<file path="src/rtl/pbt_pkg.sv">
package pbt_pkg;

   // Counter width for a modulus of n (at least one bit).
   function automatic int cnt_w(input int n);
      return (n <= 2) ? 1 : $clog2(n);
   endfunction

endpackage

</file>
<file path="src/rtl/pbt_sync.sv">
module pbt_sync #(
   parameter int STAGES = 2
) (
   input  logic clk,
   input  logic rst_n,
   input  logic async_i,
   output logic sync_o
);
   initial begin
      assert (STAGES >= 2) else $error("pbt_sync: STAGES must be at least 2");
   end

   logic [STAGES-1:0] chain;

   generate
      for (genvar g = 0; g < STAGES; g++) begin : g_stage
         if (g == 0) begin : g_first
            always_ff @(posedge clk or negedge rst_n) begin
               if (!rst_n) chain[0] <= 1'b0;
               else        chain[0] <= async_i;
            end
         end else begin : g_next
            always_ff @(posedge clk or negedge rst_n) begin
               if (!rst_n) chain[g] <= 1'b0;
               else        chain[g] <= chain[g-1];
            end
         end
      end
   endgenerate

   assign sync_o = chain[STAGES-1];
endmodule

</file>
<file path="src/rtl/pbt_edge_reset.sv">
module pbt_edge_reset #(
   parameter int RST_TICKS = 2
) (
   input  logic clk,
   input  logic rst_n,
   input  logic tick_i,
   input  logic lvl_i,
   output logic edge_o,
   output logic rst_o,
   output logic done_o
);
   localparam int W = pbt_pkg::cnt_w(RST_TICKS);
   localparam logic [W-1:0] LAST = W'(RST_TICKS - 1);

   initial begin
      assert (RST_TICKS >= 1) else $error("pbt_edge_reset: RST_TICKS must be positive");
   end

   logic         lvl_d;
   logic         active;
   logic [W-1:0] rcnt;

   assign edge_o = lvl_i ^ lvl_d;
   assign rst_o  = active;
   assign done_o = active & tick_i & ~edge_o & (rcnt == LAST);

   always_ff @(posedge clk or negedge rst_n) begin
      if (!rst_n) begin
         lvl_d  <= 1'b0;
         active <= 1'b0;
         rcnt   <= '0;
      end else begin
         lvl_d <= lvl_i;
         if (edge_o) begin
            active <= 1'b1;
            rcnt   <= '0;
         end else if (active && tick_i) begin
            if (rcnt == LAST) active <= 1'b0;
            else              rcnt   <= rcnt + 1'b1;
         end
      end
   end

   AST_EDGE_ARMS_RESET: assert property (@(posedge clk) disable iff (!rst_n)
      edge_o |=> rst_o);
   AST_RESET_ENDS_ON_TICK: assert property (@(posedge clk) disable iff (!rst_n)
      $fell(rst_o) |-> $past(tick_i));
endmodule

</file>
<file path="src/rtl/pbt_chop_counter.sv">
module pbt_chop_counter #(
   parameter int DIV = 16
) (
   input  logic clk,
   input  logic rst_n,
   input  logic tick_i,
   input  logic clr_i,
   output logic wrap_o
);
   localparam int W = pbt_pkg::cnt_w(DIV);
   localparam logic [W-1:0] LAST = W'(DIV - 1);

   initial begin
      assert (DIV >= 2) else $error("pbt_chop_counter: DIV must be at least 2");
   end

   logic [W-1:0] cnt;

   assign wrap_o = tick_i & ~clr_i & (cnt == LAST);

   always_ff @(posedge clk or negedge rst_n) begin
      if (!rst_n)      cnt <= '0;
      else if (clr_i)  cnt <= '0;
      else if (tick_i) cnt <= (cnt == LAST) ? '0 : cnt + 1'b1;
   end

   AST_CHOP_IN_RANGE: assert property (@(posedge clk) disable iff (!rst_n)
      cnt <= LAST);
   AST_CHOP_CLEARED: assert property (@(posedge clk) disable iff (!rst_n)
      clr_i |=> (cnt == '0));
endmodule

</file>
<file path="src/rtl/pbt_serial_window.sv">
module pbt_serial_window #(
   parameter int CODE_W = 3
) (
   input  logic              clk,
   input  logic              rst_n,
   input  logic              tick_i,
   input  logic              start_i,
   input  logic              abort_i,
   input  logic [CODE_W-1:0] code_i,
   output logic              on_o
);
   initial begin
      assert (CODE_W >= 1 && CODE_W <= 8) else $error("pbt_serial_window: CODE_W out of range");
   end

   logic              on_q;
   logic [CODE_W-1:0] bcnt;
   logic [CODE_W-1:0] code_q;

   assign on_o = on_q;

   always_ff @(posedge clk or negedge rst_n) begin
      if (!rst_n) begin
         on_q   <= 1'b0;
         bcnt   <= '0;
         code_q <= '0;
      end else if (abort_i) begin
         on_q <= 1'b0;
      end else if (start_i) begin
         on_q   <= 1'b1;
         bcnt   <= '0;
         code_q <= code_i;
      end else if (on_q && tick_i) begin
         if (bcnt == code_q) on_q <= 1'b0;
         else                bcnt <= bcnt + 1'b1;
      end
   end

   AST_WINDOW_BOUND: assert property (@(posedge clk) disable iff (!rst_n)
      on_q |-> (bcnt <= code_q));
   AST_CODE_FROZEN: assert property (@(posedge clk) disable iff (!rst_n)
      (on_q && $past(on_q) && !$past(start_i)) |-> $stable(code_q));
   AST_ABORT_CLEARS: assert property (@(posedge clk) disable iff (!rst_n)
      abort_i |=> !on_q);
endmodule

</file>
<file path="src/rtl/phase_blank_timer.sv">
module phase_blank_timer #(
   parameter int SYNC_STAGES = 2,
   parameter int RST_TICKS   = 2,
   parameter int CHOP_DIV    = 16,
   parameter int CODE_W      = 3,
   parameter bit CHOP_REARM  = 1'b1
) (
   input  logic              clk,
   input  logic              rst_n,
   input  logic              ref_tick_i,
   input  logic              phase_i,
   input  logic [CODE_W-1:0] blank_code_i,
   input  logic              cmp_i,
   output logic              cnt_rst_o,
   output logic              blank_o,
   output logic              cmp_masked_o,
   output logic              dir_o
);
   logic ph_sync;
   logic edge_det;
   logic rst_act;
   logic rst_done;
   logic win_start;
   logic ser_on;

   pbt_sync #(.STAGES(SYNC_STAGES)) u_sync (
      .clk     (clk),
      .rst_n   (rst_n),
      .async_i (phase_i),
      .sync_o  (ph_sync)
   );

   pbt_edge_reset #(.RST_TICKS(RST_TICKS)) u_edge (
      .clk    (clk),
      .rst_n  (rst_n),
      .tick_i (ref_tick_i),
      .lvl_i  (ph_sync),
      .edge_o (edge_det),
      .rst_o  (rst_act),
      .done_o (rst_done)
   );

   generate
      if (CHOP_REARM) begin : g_rearm
         logic chop_wrap;
         pbt_chop_counter #(.DIV(CHOP_DIV)) u_chop (
            .clk    (clk),
            .rst_n  (rst_n),
            .tick_i (ref_tick_i),
            .clr_i  (rst_act | edge_det),
            .wrap_o (chop_wrap)
         );
         assign win_start = rst_done | chop_wrap;
      end else begin : g_edge_only
         assign win_start = rst_done;
      end
   endgenerate

   pbt_serial_window #(.CODE_W(CODE_W)) u_win (
      .clk     (clk),
      .rst_n   (rst_n),
      .tick_i  (ref_tick_i),
      .start_i (win_start),
      .abort_i (edge_det),
      .code_i  (blank_code_i),
      .on_o    (ser_on)
   );

   assign cnt_rst_o    = rst_act;
   assign blank_o      = edge_det | rst_act | ser_on;
   assign cmp_masked_o = cmp_i & ~blank_o;
   assign dir_o        = ph_sync;

   AST_NO_SERIAL_DURING_RESET: assert property (@(posedge clk) disable iff (!rst_n)
      rst_act |-> !ser_on);
   AST_RESET_HANDS_OFF: assert property (@(posedge clk) disable iff (!rst_n)
      ($fell(rst_act) && !edge_det) |-> ser_on);
   AST_DIR_MOVES_UNDER_MASK: assert property (@(posedge clk) disable iff (!rst_n)
      !$stable(dir_o) |-> blank_o);
endmodule

</file>
<file path="config.mk">
export PLATFORM = sky130hd
export DESIGN_NAME = phase_blank_timer
export DESIGN_NICKNAME = d
export VERILOG_FILES = /design/src/rtl/pbt_pkg.sv /design/src/rtl/pbt_sync.sv /design/src/rtl/pbt_edge_reset.sv /design/src/rtl/pbt_chop_counter.sv /design/src/rtl/pbt_serial_window.sv /design/src/rtl/phase_blank_timer.sv
export SDC_FILE = /design/constraint.sdc
export NUM_CORES = 1
export LEC_CHECK = 0
export CAP_MARGIN = 10
export CORE_UTILIZATION = 35
export DETAILED_ROUTE_END_ITERATION = 8
export PLACE_DENSITY = 0.66
export SLEW_MARGIN = 0
export SYNTH_ARGS = -nofsm -noshare
export SYNTH_HDL_FRONTEND = slang
export SYNTH_SLANG_ARGS = --single-unit
</file>
<file path="constraint.sdc">
create_clock -name clk -period 1.35 [get_ports clk]
set_input_delay 0.135 -clock clk [delete_from_list [all_inputs] [get_ports clk]]
set_output_delay 0.135 -clock clk [all_outputs]
set_load 0.03 [all_outputs]
</file>
==> reports/metrics.yaml, run 1 <==
status: "finished with violations"
violations: "negative setup slack"
path_clk_slew_ns: 0.09
grt_pass1_wl_um: 2570
cp.arrival_ns: 1.56
critPathLaunchType: "flop"
final_cell_count_no_fill: 129
die_x_um: 49.6
place_congestion: 0.678
post-route-util: 0.577
grt_usage: 0.139
syn_area_um2: 792
drv_cap: 0
min_period_ns: 1.69
port_buffers: 11
fmax_mhz: 590
slew_headroom: 0.805
finalCritPeriodShare: 1.26
fin_worst_skew_ns: 0.00154
setup_viol: 8
avgSynthCellArea_um2: 11.6
dp_cells: 118
dr.first_iter.drc_count: 5
final_common_cell: "buf_4"
dieArea_mm2: 0.00246
synth_area_leader_cell: "dfrtp_1"
pre_cts_ws_ns: -0.284
hold_path.class: "in -> async"
yosys_register_bits: 16
vias_per_cell: 4.88
ir_worst_vdd_v: 0.000674
synth_cells: 68
diodes: 0
final_antenna_net_count: 0
tritoncts: "done"
final_cell_area_mm2: 0.00118
dr_wl_met3_um: 42
numCtsBuffers: 3
hpwl_um: 1120
fin_ws_ns: -0.344
wire_per_inst_um: 12.6
num_rows: 16
gr-total-overflow: 0
highest_layer: "met4"
clock_path_buffers: 2
htreeDepth: 1
cts_sinks: 16
postPlaceCellArea_mm2: 0.00104
ios: 12
leakagePower_uw: 0.000530
worstPathRequired_ns: 1.22
synth.area.top_cells: "dfrtp_1 (51%), mux2_4 (5.7%), xor2_1 (4.4%)"
antenna_found_initial: 0
drive_above_1_share: 0.422
area_growth_syn_to_layout_pct: 48.7
drc_errors: 0
grt_max_degree: 17
n_fill_cell: 187
synth_warnings: 0
fp.dieH_um: 49.6
start_util: 0.388
synth.distinct_cells: 29
routed-via-count: 630
power_uw: 1390
mostFrequentLayoutCells: "buf_4 (16), dfrtp_1 (14), nand2_1 (7), clkdlybuf4s50_1 (7), buf_6 (6)"
postCtsHoldBufs: 0
power_density_mw_per_mm2: 1180
wirelength_um: 1630
wl_met1_um: 727
cts_root_buffer: "clkbuf_4"
netlist.area_leader.share: 0.506
critical_path.max_fanout: 2
final_nets: 113
met2WireLength_um: 834
ys_seq_area_frac: 0.506
rsz0062_at_grt: "true"
worstSetupPathType: "reg -> out"
hold_viol_final: 0
end_kind: "output port"
first_pass_iters: 4
worstMarginPinSlew_ns: 0.294
maxSlewViolCount: 0
grt_pass1_vias: 611
coreArea_mm2: 0.00204
insertion_delay_ns: 0.28
syn-num-nets: 78
==> cell usage after synthesis <==
cell type,n
nand3_2,1
o21a_1,1
or2_1,1
nor2b_1,1
nand2_4,1
o21bai_1,1
a31o_1,2
dfrtp_1,16
o221a_1,1
nor3_1,3
mux2i_1,2
mux2_4,3
nand2b_1,1
nand4_1,1
nor2_4,1
or3_1,1
ha_1,2
o31a_1,1
nand2_1,8
xor2_1,4
a31oi_1,1
a21oi_1,3
nor2_1,5
inv_1,1
a22o_1,1
xnor2_4,1
a32o_1,1
buf_2,1
o21ai_0,2
==> logic make-up after synthesis <==
family	synth area share
buf+inv	0.0110
mux	0.0821
compound gates	0.130
simple gates	0.161
fa+ha+maj	0.0316
flops	0.506
xor+xnor	0.0790
==> critical path, stage by stage, from the launching register on <==
cell and delay (ns):
dfrtp_1 0.44, xnor2_4 0.18, nand2b_1 0.11, or2_4 0.24
buf_6 0.12, nor2_4 0.07, buf_6 0.13
==> report_power, final <==
group | total [µW] | leakage, µW | switching [µW] | internal (µW)
combinational | 451 | 0.000308 | 194 | 256
clock | 311 | 0.0000210 | 147 | 164
sequential | 630 | 0.000201 | 74.5 | 556
total | 1390 | 0.000530 | 416 | 976
==> per-layer routing <==
layer	track usage	up-vias
met3	0.0278	4
met2	0.227	11
met1	0.179	306
met4	0.0571	0
li1	-	309
met5	0	-
==> state kept, by name, indices dropped and copies added, names as in the netlist <==
name and flops:
u_edge.lvl_d 1, u_edge.rst_o 1, u_win.code_q 3, u_edge.rcnt 1, g_rearm.u_chop.cnt 4, u_win.on_o 1, u_sync.sync_o 1, u_win.bcnt 3
u_sync.chain 1
==> through the flow <==
stage / hold WS (ns) / TNS [ns]
after floorplan: -0.161 / -0.474
after global placement: 0.333 / -0.806
after detailed placement: 0.350 / -0.954
after CTS: 0.157 / -1.21
after global routing: 0.164 / -1.88
final: 0.158 / -1.34
==> area by class of cell <==
| type | instances | area [µm²] | area share |
|---|---|---|---|
| tap | 27 | 33.8 | 0.0287 |
| multi-input combinational | 50 | 422 | 0.358 |
| timing repair buffer | 31 | 279 | 0.237 |
| inverter | 1 | 3.75 | 0.00319 |
| clock buffer | 4 | 36.3 | 0.0308 |
| sequential | 16 | 403 | 0.342 |
==> path summary, 6_finish.rpt <==
path,start,end,slack (ns),depth (start not counted)
max reg2reg,u_edge.lvl_d$_DFF_PN0_,u_win.code_q[1]$_DFFE_PN0P_,-0.15,5
min,rst_n,u_edge.lvl_d$_DFF_PN0_,0.16,2
max in group asynchronous,rst_n,u_win.bcnt[0]$_DFFE_PN0P_,1.00,2
max,u_edge.lvl_d$_DFF_PN0_,cmp_masked_o,-0.34,6
min in group clk,phase_i,u_sync.chain[0]$_DFF_PN0_,0.28,1
min reg2reg,u_sync.chain[0]$_DFF_PN0_,u_sync.sync_o$_DFF_PN0_,0.37,0
==> timing repair <==
action                                  4_1_cts  5_1_grt
pin swaps                                     2        7
endpoints found under the setup margin       10       10
setup buffers                                 3        5
resized for setup                             9       15
(Power assumes the default switching activity.)
==> run 2: changes to the inputs <==
--- a/config.mk
+++ b/config.mk
@@ -5,10 +5,10 @@
 export SDC_FILE = /design/constraint.sdc
 export NUM_CORES = 1
 export LEC_CHECK = 0
-export CAP_MARGIN = 10
-export CORE_UTILIZATION = 35
+export CORE_ASPECT_RATIO = 1.1
+export CORE_UTILIZATION = 46
 export DETAILED_ROUTE_END_ITERATION = 8
-export PLACE_DENSITY = 0.66
+export PLACE_DENSITY = 0.8
 export SLEW_MARGIN = 0
 export SYNTH_ARGS = -nofsm -noshare
 export SYNTH_HDL_FRONTEND = slang
==> reports/metrics.yaml, run 2 (synthesis results as in run 1) <==
status: "finished with violations"  # unchanged
violations: "negative setup slack"  # unchanged
hold_path.class: "in -> async"  # unchanged
final_common_cell: "buf_4"  # unchanged
antenna_found_initial: 0  # unchanged
wirelength_um: 1800  # was 1630 µm
start_util: 0.496  # was 0.388
diodes: 0  # unchanged
drc_errors: 0  # unchanged
hpwl_um: 1210  # was 1120 µm
fp.dieH_um: 45.5  # was 49.6 µm
die_x_um: 41.6  # was 49.6 µm
regToRegEndpoint: "u_win.code_q[2]$_DFFE_PN0P_"  # was u_win.code_q[1]$_DFFE_PN0P_
worstMarginPinSlew_ns: 0.295  # was 0.294 ns
grt_max_degree: 17  # unchanged
hold_viol_final: 0  # unchanged
mostFrequentLayoutCells: "buf_4 (20), dfrtp_1 (15), nand2_1 (7), clkdlybuf4s50_1 (7)"  # was buf_4 (16), dfrtp_1 (14), nand2_1 (7), clkdlybuf4s50_1 (7), buf_6 (6)
grt_pass1_vias: 680  # was 611
wire_per_inst_um: 14.8  # was 12.6 µm
path_clk_slew_ns: 0.09  # about the same
tritoncts: "done"  # unchanged
vias_per_cell: 5.59  # was 4.88
setup_viol: 9  # was 8
cts_sinks: 16  # unchanged
fmax_mhz: 591  # was 590 MHz
num_rows: 15  # was 16
r2r_cells: 5  # unchanged
port_buffers: 11  # unchanged
dieArea_mm2: 0.00189  # was 0.00246 mm²
largest_register_ffs: 4  # unchanged
drv_cap: 0  # unchanged
grt_usage: 0.209  # was 0.139
min_period_ns: 1.69  # about the same
clock_path_buffers: 2  # unchanged
end_kind: "output port"  # unchanged
routed-via-count: 682  # was 630
rsz0062_at_grt: "true"  # unchanged
gr-total-overflow: 0  # unchanged
first_pass_iters: 3  # was 4
r2r_slack_ns: -0.14  # was -0.15 ns
grt_pass1_wl_um: 2790  # was 2570 µm
largest_register: "g_rearm.u_chop.cnt"  # unchanged
ir_worst_vdd_v: 0.000827  # was 0.000674 V
top_regs: "g_rearm.u_chop.cnt x4, u_win.bcnt x3, u_win.code_q x3"  # unchanged
insertion_delay_ns: 0.30  # was 0.28 ns
dr.first_iter.drc_count: 11  # was 5
final_nets: 116  # was 113
n_fill_cell: 117  # was 187
slew_headroom: 0.803  # was 0.805
power_uw: 1430  # was 1390 µW
worstPathRequired_ns: 1.22  # about the same
htreeDepth: 1  # unchanged
final_antenna_net_count: 0  # unchanged
leakagePower_uw: 0.000542  # was 0.000530 µW
maxSlewViolCount: 0  # unchanged
finalCritPeriodShare: 1.25  # was 1.26
fin_worst_skew_ns: 0.00999  # was 0.00154 ns
fin_ws_ns: -0.343  # was -0.344 ns
coreArea_mm2: 0.00160  # was 0.00204 mm²
worstSetupPathType: "reg -> out"  # unchanged
ios: 12  # unchanged
cts_root_buffer: "clkbuf_4"  # unchanged
place_congestion: 0.813  # was 0.678
reg2reg_from: "u_edge.lvl_d$_DFF_PN0_"  # unchanged
area_growth_syn_to_layout_pct: 46.9  # was 48.7%
cp.arrival_ns: 1.56  # about the same
power_density_mw_per_mm2: 1230  # was 1180 mW/mm²
critPathLaunchType: "flop"  # unchanged
numCtsBuffers: 3  # unchanged
critical_path.max_fanout: 2  # unchanged
finalHoldWorstSlack_ns: 0.136  # was 0.158 ns
drive_above_1_share: 0.429  # was 0.422
==> run 2: metal layers <==
metal	wire, µm	up-vias	global-route usage
li1	-	318	-
met1	759	332	0.221
met2	889	23	0.363
met3	78	9	0.0437
met4	75	0	0.181
met5	0	-	0
==> run 2: metrics by stage <==
step	cell area, µm²	utilization	std cells	setup TNS, ns	setup slack [ns]
2_1_floorplan	806	-	68	-0.474	-0.143
3_3_place_gp	1030	0.649	109	-0.894	-0.261
3_5_place_dp	1030	0.649	109	-1.08	-0.280
4_1_cts	1130	0.711	119	-1.21	-0.354
5_1_grt	1160	0.729	122	-1.53	-0.397
6_report	1160	0.729	122	-1.12	-0.343
==> run 2: how the worst max path moves through the flow <==
stage	depth (start not counted)	end	slack (ns)	from
floorplan	4	cmp_masked_o	-0.14	u_sync.sync_o$_DFF_PN0_
global placement	4	blank_o	-0.26	u_edge.lvl_d$_DFF_PN0_
detailed placement	4	blank_o	-0.28	u_edge.lvl_d$_DFF_PN0_
CTS	6	cmp_masked_o	-0.35	u_edge.lvl_d$_DFF_PN0_
global route	6	cmp_masked_o	-0.40	u_edge.lvl_d$_DFF_PN0_
finish	6	cmp_masked_o	-0.34	u_edge.lvl_d$_DFF_PN0_
==> run 2: what timing repair did <==
action,CTS,global route
hold endpoints to repair,0,0
buffers inserted,7,4
resized for setup,11,8
pin swaps,3,7
setup endpoints to repair,10,10
hold buffers,0,0
==> run 2: final cells by class <==
cell class                      count  area (µm²)  area share
Clock buffer                        4        36.3      0.0312
Inverter                            1        3.75     0.00323
Multi-Input combinational cell     50         414       0.356
Sequential cell                    16         402       0.345
Tap cell                           17        21.3      0.0183
Timing Repair Buffer               34         287       0.246
==> run 2: power breakdown <==
group / switching [µW] / total (µW) / internal [µW]
logic: 228 / 504 / 276
clock network: 152 / 316 / 165
registers: 55.1 / 608 / 553
==> run 2: worst max-delay path: stages, from the launching register on <==
cell and delay [ns]:
dfrtp_1 0.43, xnor2_4 0.18, nand2b_1 0.09, or2_4 0.24, buf_6 0.12, nor2_4 0.07, buf_6 0.13
